File: config.mk
export PLATFORM = sky130hd
export DESIGN_NAME = wake_latch_ctrl
export DESIGN_NICKNAME = d
export VERILOG_FILES = /design/src/rtl/wl_pkg.sv /design/src/rtl/wl_sync.sv /design/src/rtl/wl_edge_det.sv /design/src/rtl/wl_seq.sv /design/src/rtl/wl_hold.sv /design/src/rtl/wake_latch_ctrl.sv
export SDC_FILE = /design/constraint.sdc
export NUM_CORES = 1
export LEC_CHECK = 0
export CAP_MARGIN = 15
export CORE_MARGIN = 1.5
export CORE_UTILIZATION = 51
export DETAILED_ROUTE_END_ITERATION = 7
export PLACE_DENSITY = 0.85
export REMOVE_ABC_BUFFERS = 1
export SETUP_SLACK_MARGIN = 0.3
export SYNTH_ARGS = -nofsm -noshare
export SYNTH_HDL_FRONTEND = slang
export SYNTH_SLANG_ARGS = --single-unit
File: constraint.sdc
create_clock -name clk -period 3.1 [get_ports clk]
set_input_delay 0.93 -clock clk [delete_from_list [all_inputs] [get_ports clk]]
set_output_delay 0.93 -clock clk [all_outputs]
set_load 0.02 [all_outputs]
File: src/rtl/wl_pkg.sv
package wl_pkg;
  typedef enum logic [1:0] {
    ST_STBY   = 2'd0,
    ST_SETTLE = 2'd1,
    ST_CAPT   = 2'd2
  } wl_state_t;
endpackage

File: src/rtl/wl_sync.sv
// Multi-stage synchronizer for the monitored lines; reset preloads every
// stage with the live input so a steady bus produces no change after reset.
module wl_sync #(
  parameter int W      = 8,
  parameter int STAGES = 2
) (
  input  logic         clk,
  input  logic         rst,
  input  logic [W-1:0] din,
  output logic [W-1:0] dout
);
  logic [W-1:0] stg [STAGES];

  always_ff @(posedge clk) begin
    if (rst) stg[0] <= din;
    else     stg[0] <= din;
  end

  for (genvar i = 1; i < STAGES; i++) begin : g_stage
    always_ff @(posedge clk) begin
      if (rst) stg[i] <= din;
      else     stg[i] <= stg[i-1];
    end
  end

  assign dout = stg[STAGES-1];
endmodule

File: src/rtl/wl_edge_det.sv
// Registered previous copy; any differing bit flags a transition.
module wl_edge_det #(
  parameter int W = 8
) (
  input  logic         clk,
  input  logic         rst,
  input  logic [W-1:0] seed,
  input  logic [W-1:0] cur,
  output logic         chg
);
  logic [W-1:0] prev;

  always_ff @(posedge clk) begin
    if (rst) prev <= seed;
    else     prev <= cur;
  end

  assign chg = |(cur ^ prev);
endmodule

File: src/rtl/wl_seq.sv
// Standby / settle / capture sequencer with wake tally and budget checker.
module wl_seq
  import wl_pkg::*;
#(
  parameter int SETTLE_CYC    = 4,
  parameter int ACCESS_BUDGET = 6,
  parameter int CNT_W         = 8
) (
  input  logic             clk,
  input  logic             rst,
  input  logic             sel,
  input  logic             chg,
  output logic             pwr_en,
  output logic             cap,
  output logic [CNT_W-1:0] wake_cnt
);
  localparam int CW    = $clog2(SETTLE_CYC + 1);
  localparam int RUN_W = $clog2(SETTLE_CYC + ACCESS_BUDGET + 2) + 1;
  localparam logic [CW-1:0] LAST = CW'(SETTLE_CYC - 1);

  wl_state_t     st, nxt;
  logic [CW-1:0] cnt, cnt_nxt;

  always_comb begin
    nxt     = st;
    cnt_nxt = cnt;
    if (!sel) begin
      nxt     = ST_STBY;
      cnt_nxt = '0;
    end else begin
      case (st)
        ST_STBY: begin
          if (chg) begin
            nxt     = ST_SETTLE;
            cnt_nxt = '0;
          end
        end
        ST_SETTLE: begin
          if (chg)              cnt_nxt = '0;
          else if (cnt == LAST) nxt     = ST_CAPT;
          else                  cnt_nxt = cnt + 1'b1;
        end
        ST_CAPT: begin
          cnt_nxt = '0;
          nxt     = chg ? ST_SETTLE : ST_STBY;
        end
        default: nxt = ST_STBY;
      endcase
    end
  end

  always_ff @(posedge clk) begin
    if (rst) begin
      st       <= ST_STBY;
      cnt      <= '0;
      wake_cnt <= '0;
    end else begin
      st  <= nxt;
      cnt <= cnt_nxt;
      if (st == ST_CAPT) wake_cnt <= wake_cnt + 1'b1;
    end
  end

  assign pwr_en = (st != ST_STBY);
  assign cap    = (st == ST_CAPT);

  // budget window: cycles since the last (re)start of settling
  logic [RUN_W-1:0] run;
  always_ff @(posedge clk) begin
    if (rst) run <= '0;
    else if (nxt == ST_SETTLE && (st != ST_SETTLE || chg)) run <= RUN_W'(1);
    else if (nxt != ST_STBY) run <= run + 1'b1;
    else run <= '0;
  end

  p_budget_r9: assert property (@(posedge clk) disable iff (rst)
    run <= RUN_W'(ACCESS_BUDGET));
  p_wake_r2: assert property (@(posedge clk) disable iff (rst)
    (st == ST_STBY && sel && chg) |=> (st == ST_SETTLE && cnt == '0));
  p_single_strobe_r3: assert property (@(posedge clk) disable iff (rst)
    cap |=> !cap);
  p_restart_r5: assert property (@(posedge clk) disable iff (rst)
    (st == ST_SETTLE && sel && chg) |=> (st == ST_SETTLE && cnt == '0));
  p_quiet_r6: assert property (@(posedge clk) disable iff (rst)
    (st == ST_STBY && !chg) |=> (st == ST_STBY));
  p_sel_standby_r7: assert property (@(posedge clk) disable iff (rst)
    !sel |=> !pwr_en);
  p_count_step_r8: assert property (@(posedge clk) disable iff (rst)
    cap |=> (wake_cnt == $past(wake_cnt) + 1'b1));
  p_count_hold_r8: assert property (@(posedge clk) disable iff (rst)
    !cap |=> $stable(wake_cnt));
  p_collide_r10: assert property (@(posedge clk) disable iff (rst)
    (cap && sel && chg) |=> (st == ST_SETTLE));
endmodule

File: src/rtl/wl_hold.sv
// Output holding register loaded on the capture strobe.
module wl_hold #(
  parameter int W = 16
) (
  input  logic         clk,
  input  logic         rst,
  input  logic         cap,
  input  logic [W-1:0] d,
  output logic [W-1:0] q
);
  always_ff @(posedge clk) begin
    if (rst)      q <= '0;
    else if (cap) q <= d;
  end

  p_hold_r4: assert property (@(posedge clk) disable iff (rst)
    !cap |=> $stable(q));
  p_capture_r4: assert property (@(posedge clk) disable iff (rst)
    cap |=> (q == $past(d)));
endmodule

File: src/rtl/wake_latch_ctrl.sv
module wake_latch_ctrl #(
  parameter int IN_W          = 8,
  parameter int DATA_W        = 16,
  parameter int SYNC_STAGES   = 2,
  parameter int SETTLE_CYC    = 4,
  parameter int ACCESS_BUDGET = 6,
  parameter int CNT_W         = 8
) (
  input  logic              clk,
  input  logic              rst,
  input  logic              sel,
  input  logic [IN_W-1:0]   mon_in,
  input  logic [DATA_W-1:0] data_raw,
  output logic              pwr_en,
  output logic              latch_en,
  output logic [DATA_W-1:0] data_out,
  output logic [CNT_W-1:0]  wake_cnt
);
  logic [IN_W-1:0] mon_s;
  logic            chg;

  wl_sync #(.W(IN_W), .STAGES(SYNC_STAGES)) u_sync (
    .clk(clk), .rst(rst), .din(mon_in), .dout(mon_s)
  );

  wl_edge_det #(.W(IN_W)) u_edge (
    .clk(clk), .rst(rst), .seed(mon_in), .cur(mon_s), .chg(chg)
  );

  wl_seq #(
    .SETTLE_CYC(SETTLE_CYC), .ACCESS_BUDGET(ACCESS_BUDGET), .CNT_W(CNT_W)
  ) u_seq (
    .clk(clk), .rst(rst), .sel(sel), .chg(chg),
    .pwr_en(pwr_en), .cap(latch_en), .wake_cnt(wake_cnt)
  );

  wl_hold #(.W(DATA_W)) u_hold (
    .clk(clk), .rst(rst), .cap(latch_en), .d(data_raw), .q(data_out)
  );
endmodule

==> results of run 1 <==
[metrics by stage]
| step | hold WS, ps | cells | util, % |
|---|---|---|---|
| final | 444 | 318 | 71.0 |
| after global routing | 467 | 318 | 71.0 |
| after CTS | 451 | 318 | 70.9 |
| after detailed placement | 432 | 310 | 67.8 |
| after global placement | 418 | 310 | 67.8 |
| after floorplan | 415 | 208 | - |
[repair_timing]
item                       4_1_cts  5_1_grt
setup endpoints to repair        0        1
resized for setup                0        1
hold endpoints to repair         0        0
[worst paths after layout]
kind	end	slack, ps	cells after the start	from
min	u_sync.stg[1][0]$_DFF_P_	440	2	u_sync.stg[0][0]$_DFF_P_
max reg2reg	u_seq.cnt[0]$_SDFFE_PP0P_	1530	6	u_seq.cnt[0]$_SDFFE_PP0P_
min reg2reg	u_sync.stg[1][0]$_DFF_P_	440	2	u_sync.stg[0][0]$_DFF_P_
max	latch_en	490	3	u_seq.st[0]$_SDFFE_PP0P_
[state kept, by name (all words and copies together), names as in the netlist]
signal          flops
u_hold.q           16
u_sync.stg         16
u_edge.prev         8
u_seq.wake_cnt      8
u_seq.cnt           3
u_seq.st            2
[layer usage]
| layer | routed length [microns] | up-vias |
|---|---|---|
| li1 | - | 805 |
| met1 | 1660 | 713 |
| met2 | 1750 | 47 |
| met3 | 329 | 7 |
| met4 | 80 | 0 |
| met5 | 0 | - |
[critical path, cell delays in order (launching register included)]
cell and delay [ps]:
dfxtp_1 480, nand2b_4 320, inv_4 40, clkdlybuf4s50_1 530
[cell usage after synthesis (2+ instances only)]
cell | n | area share (%)
nor3_1 | 2 | 0.51
buf_6 | 3 | 1.7
xor2_1 | 13 | 5.8
xnor2_1 | 2 | 0.89
inv_1 | 18 | 3.4
o211ai_1 | 3 | 1.1
nand3_1 | 3 | 0.77
a21oi_1 | 20 | 5.1
nor2_1 | 8 | 1.5
o21ai_0 | 16 | 4.1
nand4_1 | 3 | 0.96
nor4_2 | 2 | 1.3
buf_2 | 2 | 0.51
and3_1 | 3 | 0.96
ha_1 | 3 | 1.9
nor3b_1 | 3 | 1.1
clkbuf_1 | 5 | 0.96
dfxtp_1 | 53 | 54
nand2b_1 | 2 | 0.64
nand2_1 | 45 | 8.6
[area by class of cell]
type	count	share of cell area, %
timing repair buffer	54	20.9
sequential	53	40.6
inverter	19	2.82
clock buffer	7	3.30
tap	48	2.29
clock inverter	1	1.15
multi-input combinational	136	28.9
[report_power, final]
part           switching [uW]  leakage, uW  internal [uW]  total (uW)
Sequential               11.6     0.000437            704         716
Clock                     211    0.0000585            263         475
Combinational            37.0     0.000533           50.3        87.2
[cells by family (layout without fill, tap and decap cells)]
group | count (synthesis) | after routing | share of synthesized area (%)
AO/OA/AOI/OAI | 41 | 41 | 11.2
XOR/XNOR | 15 | 15 | 6.70
adder cells (fa/ha/maj) | 3 | 3 | 1.91
buffers and inverters | 30 | 81 | 7.33
flip-flops | 53 | 53 | 54.1
AND/OR/NAND/NOR | 77 | 77 | 18.8
==> results.yml, run 1 <==
status:
  status: "completed"
clock_network:
  postCtsSetupBuffers: 0
  cts_tree: "yes"
  insertion_delay_ps: 300
  cts.path.max_buffers: 2
  htreeDepth: 2
  cts_num_sinks: 53
  cts.hold.buffers_added: 0
  numCtsBuffers: 5
  cts.clk_slew.worst_paths_ps: 90
  cts_root_buffer: "clkbuf_8"
synthesis:
  syn_area_sq_mm: 0.00196
  avgSynthCellArea_sq_um: 8.96
  yosysUniqueCellTypes: 30
  synth_warnings: 0
  synth_ff_type: "dfxtp_1"
  synthCells: 219
  async_flop_share_pct: 0
  synth_seq_area_share_pct: 54.1
  synth_edf_count: 0
  ys_ff_latch: 53
pwr:
  irDropWorstVdd_mv: 0.362
  power_uw: 1280
  powerDensity_mw_per_mm2: 488
  leakage_uw: 0.00103
timing:
  period_minus_slack_ps: 2610
  clock.fmax_mhz: 383
  rsz0062_at_grt: "no"
  timing.final.crit_share_pct: 84.1
  final_max_slew_viol_count: 0
  relSlewSlack_pct: 71.1
  final_hold_viol_count: 0
  skew_ps: 1.52
  tns_ps: 0
  tightest_slew_ps: 431
  setup_viol: 0
  fin_ws_ps: 492
place:
  finalWeightedCongestion: 0.745
  port_buffers: 52
  dpl_cell_area_sq_mm: 0.00250
  place_ws_ps: 702
  dp_hpwl_mm: 2.62
cells_and_area:
  fin_nets: 299
  finish.instance_area_sq_mm: 0.00262
  antennaDiodeCount: 0
  area_growth_pct: 33.4
  multi_input_area_sq_um: 757
  seq_area_sq_mm: 0.00106
  fillers: 284
  drive_gt1_share_pct: 5.56
  final_cell_mix: "clkdlybuf4s50_1, dfxtp_1, nand2_1, a21oi_1, inv_1"
grt:
  grt_max_degree: 39
  grt_pass1_vias: 1489
  grt_antenna_before_repair: 0
  use_met3_pct: 9.72
  grt.overflow.total: 0
  grtUsageMet1_pct: 23.7
  grt_first_pass_wirelength_mm: 6.45
  use_met2_pct: 30.9
  top_usage_layer: "met2"
  grt_use_total_pct: 20.2
detailed_routing:
  drc: 0
  viasPerCell: 4.94
  dr.pass1.iters: 5
  vias: 1572
  drt_wl_total_mm: 3.82
  drtIter0Drc: 52
  antenna_left: 0
  routedWlPerCell_microns: 12.0
floorplanning:
  pin_count: 53
  die_x_microns: 65.0
  rows: 22
  fp.dieArea_sq_mm: 0.00423
  initial_utilization_pct: 53.2
  die_height_microns: 65.0
  core_area_sq_mm: 0.00369
setup_path:
  critPathCaptureType: "output port"
  cp_max_fo: 18
  cp.required_ps: 2170
  crit_arrival_ps: 1680
  critPathLaunchType: "flip-flop"
  critical_path_class: "reg -> out"
flow_run:
  cap_violations: 0
min_path:
  hold_path.class: "reg -> reg"
No activity file was read; power rests on OpenSTA's default activity.
==> run 2, diff against run 1 <==
--- a/config.mk
+++ b/config.mk
@@ -7,9 +7,9 @@
 export LEC_CHECK = 0
 export CAP_MARGIN = 15
 export CORE_MARGIN = 1.5
-export CORE_UTILIZATION = 51
+export CORE_UTILIZATION = 42
 export DETAILED_ROUTE_END_ITERATION = 7
-export PLACE_DENSITY = 0.85
+export PLACE_DENSITY = 0.75
 export REMOVE_ABC_BUFFERS = 1
 export SETUP_SLACK_MARGIN = 0.3
 export SYNTH_ARGS = -nofsm -noshare
==> constraint.sdc (replaced) <==
create_clock -name clk -period 2.3 [get_ports clk]
set_input_delay 0.69 -clock clk [delete_from_list [all_inputs] [get_ports clk]]
set_output_delay 0.69 -clock clk [all_outputs]
set_load 0.02 [all_outputs]
==> run 2 against run 1 <==
  * Highest routed layer unchanged
  * Worst hold slack worse by 6.3 ps
  * Core utilization is 12 points lower
  * Final cell count is 1.9% higher
  * Critical endpoint is now pwr_en
  * Critical path depth is 1 lower
  * First-iteration DRC count is 33% lower
==> results.yml, run 2 (synthesis gave the netlist of run 1 again) <==
cells_and_area:
  reg_top3: "u_hold.q x16, u_sync.stg x16"
  area_growth_pct: 32.7
  fillers: 399
  fin_nets: 301
  antennaDiodeCount: 0
  final_cell_mix: "dfxtp_1, nand2_1, clkdlybuf4s50_1, a21oi_1, inv_1"
  final_core_util_pct: 59.0
  finish.instance_area_sq_mm: 0.00260
  final_common_cell: "dfxtp_1"
  drive_gt1_share_pct: 6.99
timing:
  setup_viol: 0
  timing.final.crit_share_pct: 85.8
  clock.fmax_mhz: 507
  final_hold_viol_count: 0
  relSlewSlack_pct: 68.7
  skew_ps: 4.86
  rsz0062_at_grt: "yes"
  period_minus_slack_ps: 1970
  tns_ps: 0
  final_max_slew_viol_count: 0
  tightest_slew_ps: 466
floorplanning:
  pin_count: 53
  initial_utilization_pct: 44.4
  die_x_microns: 71.3
  core_area_sq_mm: 0.00441
  die_height_microns: 71.3
  rows: 24
  fp.dieArea_sq_mm: 0.00509
setup_path:
  critPathCaptureType: "output port"
  cp_cell_sequence: "or2_2 > clkdlybuf4s15_1"
  crit_family: "flip-flops"
  critical_path_class: "reg -> out"
  critPathLaunchType: "flip-flop"
  cp_num_buf_inv: 1
  r2r_slack_ps: 700
  critPathMaxStageDelay_ps: 400
  crit_arrival_ps: 1280
  cp_max_fo: 12
  cp.required_ps: 1610
  slowest_stage: "dfxtp_4"
flow_run:
  cap_violations: 0
pwr:
  powerDensity_mw_per_mm2: 607
  leakage_uw: 0.00114
  irDropWorstVdd_mv: 0.404
detailed_routing:
  drc: 0
  viasPerCell: 4.81
  drtIter0Drc: 35
  antenna_left: 0
  routedWlPerCell_microns: 11.9
  vias: 1557
  drt_wl_total_mm: 3.86
  dr.pass1.iters: 4
status:
  status: "completed"
grt:
  grt_max_degree: 30
  grt.overflow.total: 0
  grt_pass1_vias: 1545
  grt_use_total_pct: 16.2
  grt_antenna_before_repair: 0
  grt_first_pass_wirelength_mm: 6.63
clock_network:
  cts.path.max_buffers: 2
  cts_tree: "yes"
  cts.hold.buffers_added: 0
  insertion_delay_ps: 300
  htreeDepth: 2
  cts_num_sinks: 53
  postCtsSetupBuffers: 0
  numCtsBuffers: 5
  cts.clk_slew.worst_paths_ps: 90
  cts_root_buffer: "clkbuf_8"
place:
  dp_hpwl_mm: 2.72
  port_buffers: 52
  finalWeightedCongestion: 0.693
  dpl_cell_area_sq_mm: 0.00251
min_path:
  hold_path.class: "reg -> reg"
## run 2: path summary, 6_finish.rpt
check	startpoint	end	cells past startpoint
max reg2reg	u_seq.cnt[0]$_SDFFE_PP0P_	u_seq.cnt[1]$_SDFFE_PP0P_	6
min reg2reg	u_sync.stg[0][2]$_DFF_P_	u_sync.stg[1][2]$_DFF_P_	2
max	u_seq.st[1]$_SDFFE_PP0P_	pwr_en	2
min	u_sync.stg[0][2]$_DFF_P_	u_sync.stg[1][2]$_DFF_P_	2
## run 2: per-layer routing
layer,routed length [microns],part of all wire [%],GRT usage (%),up-vias
met3,226,5.9,5.77,5
met1,1740,45,19.1,705
met4,44,1.1,5.45,0
met2,1840,48,27.5,36
met5,0,0,0,-
li1,-,-,-,811
## run 2: cell type report
cell class / instances / area, sq um / area share, %
Inverter: 19 / 73.8 / 2.84
Tap cell: 52 / 65.1 / 2.50
Multi-Input combinational cell: 136 / 757 / 29.1
Clock inverter: 3 / 17.5 / 0.673
Clock buffer: 5 / 68.8 / 2.64
Timing Repair Buffer: 56 / 556 / 21.3
Sequential cell: 53 / 1070 / 40.9
## run 2: what timing repair did
| action | in CTS | in global routing |
|---|---|---|
| resized for setup | 10 | 6 |
| setup endpoints to repair | 7 | 6 |
| pin swaps | 0 | 0 |
## run 2: through the flow
| stage | setup WS, ps | std cells | total power, uW | hold slack (ps) |
|---|---|---|---|---|
| after detailed placement | 258 | 316 | 1100 | 429 |
| final | 327 | 324 | 1580 | 438 |
| after global placement | 274 | 316 | 1100 | 418 |
| after floorplan | 723 | 208 | 1030 | 415 |
| after CTS | 291 | 324 | 1600 | 443 |
| after global routing | 282 | 324 | 1660 | 466 |
## run 2: report_power, final
| part | leakage, uW | total (uW) | switching [uW] | internal [uW] |
|---|---|---|---|---|
| sequential | 0.000437 | 964 | 15.9 | 948 |
| combinational | 0.000662 | 115 | 49.2 | 66.2 |
| clock | 0.0000439 | 502 | 291 | 210 |
| total | 0.00114 | 1580 | 357 | 1220 |
## run 2: worst reg2reg max path: stages (launching register included)
cell and delay [ps]:
dfxtp_1 370, ha_1 210, ha_1 230, nand2b_1 200
nor3b_1 260, o211ai_1 110, a21oi_1 170
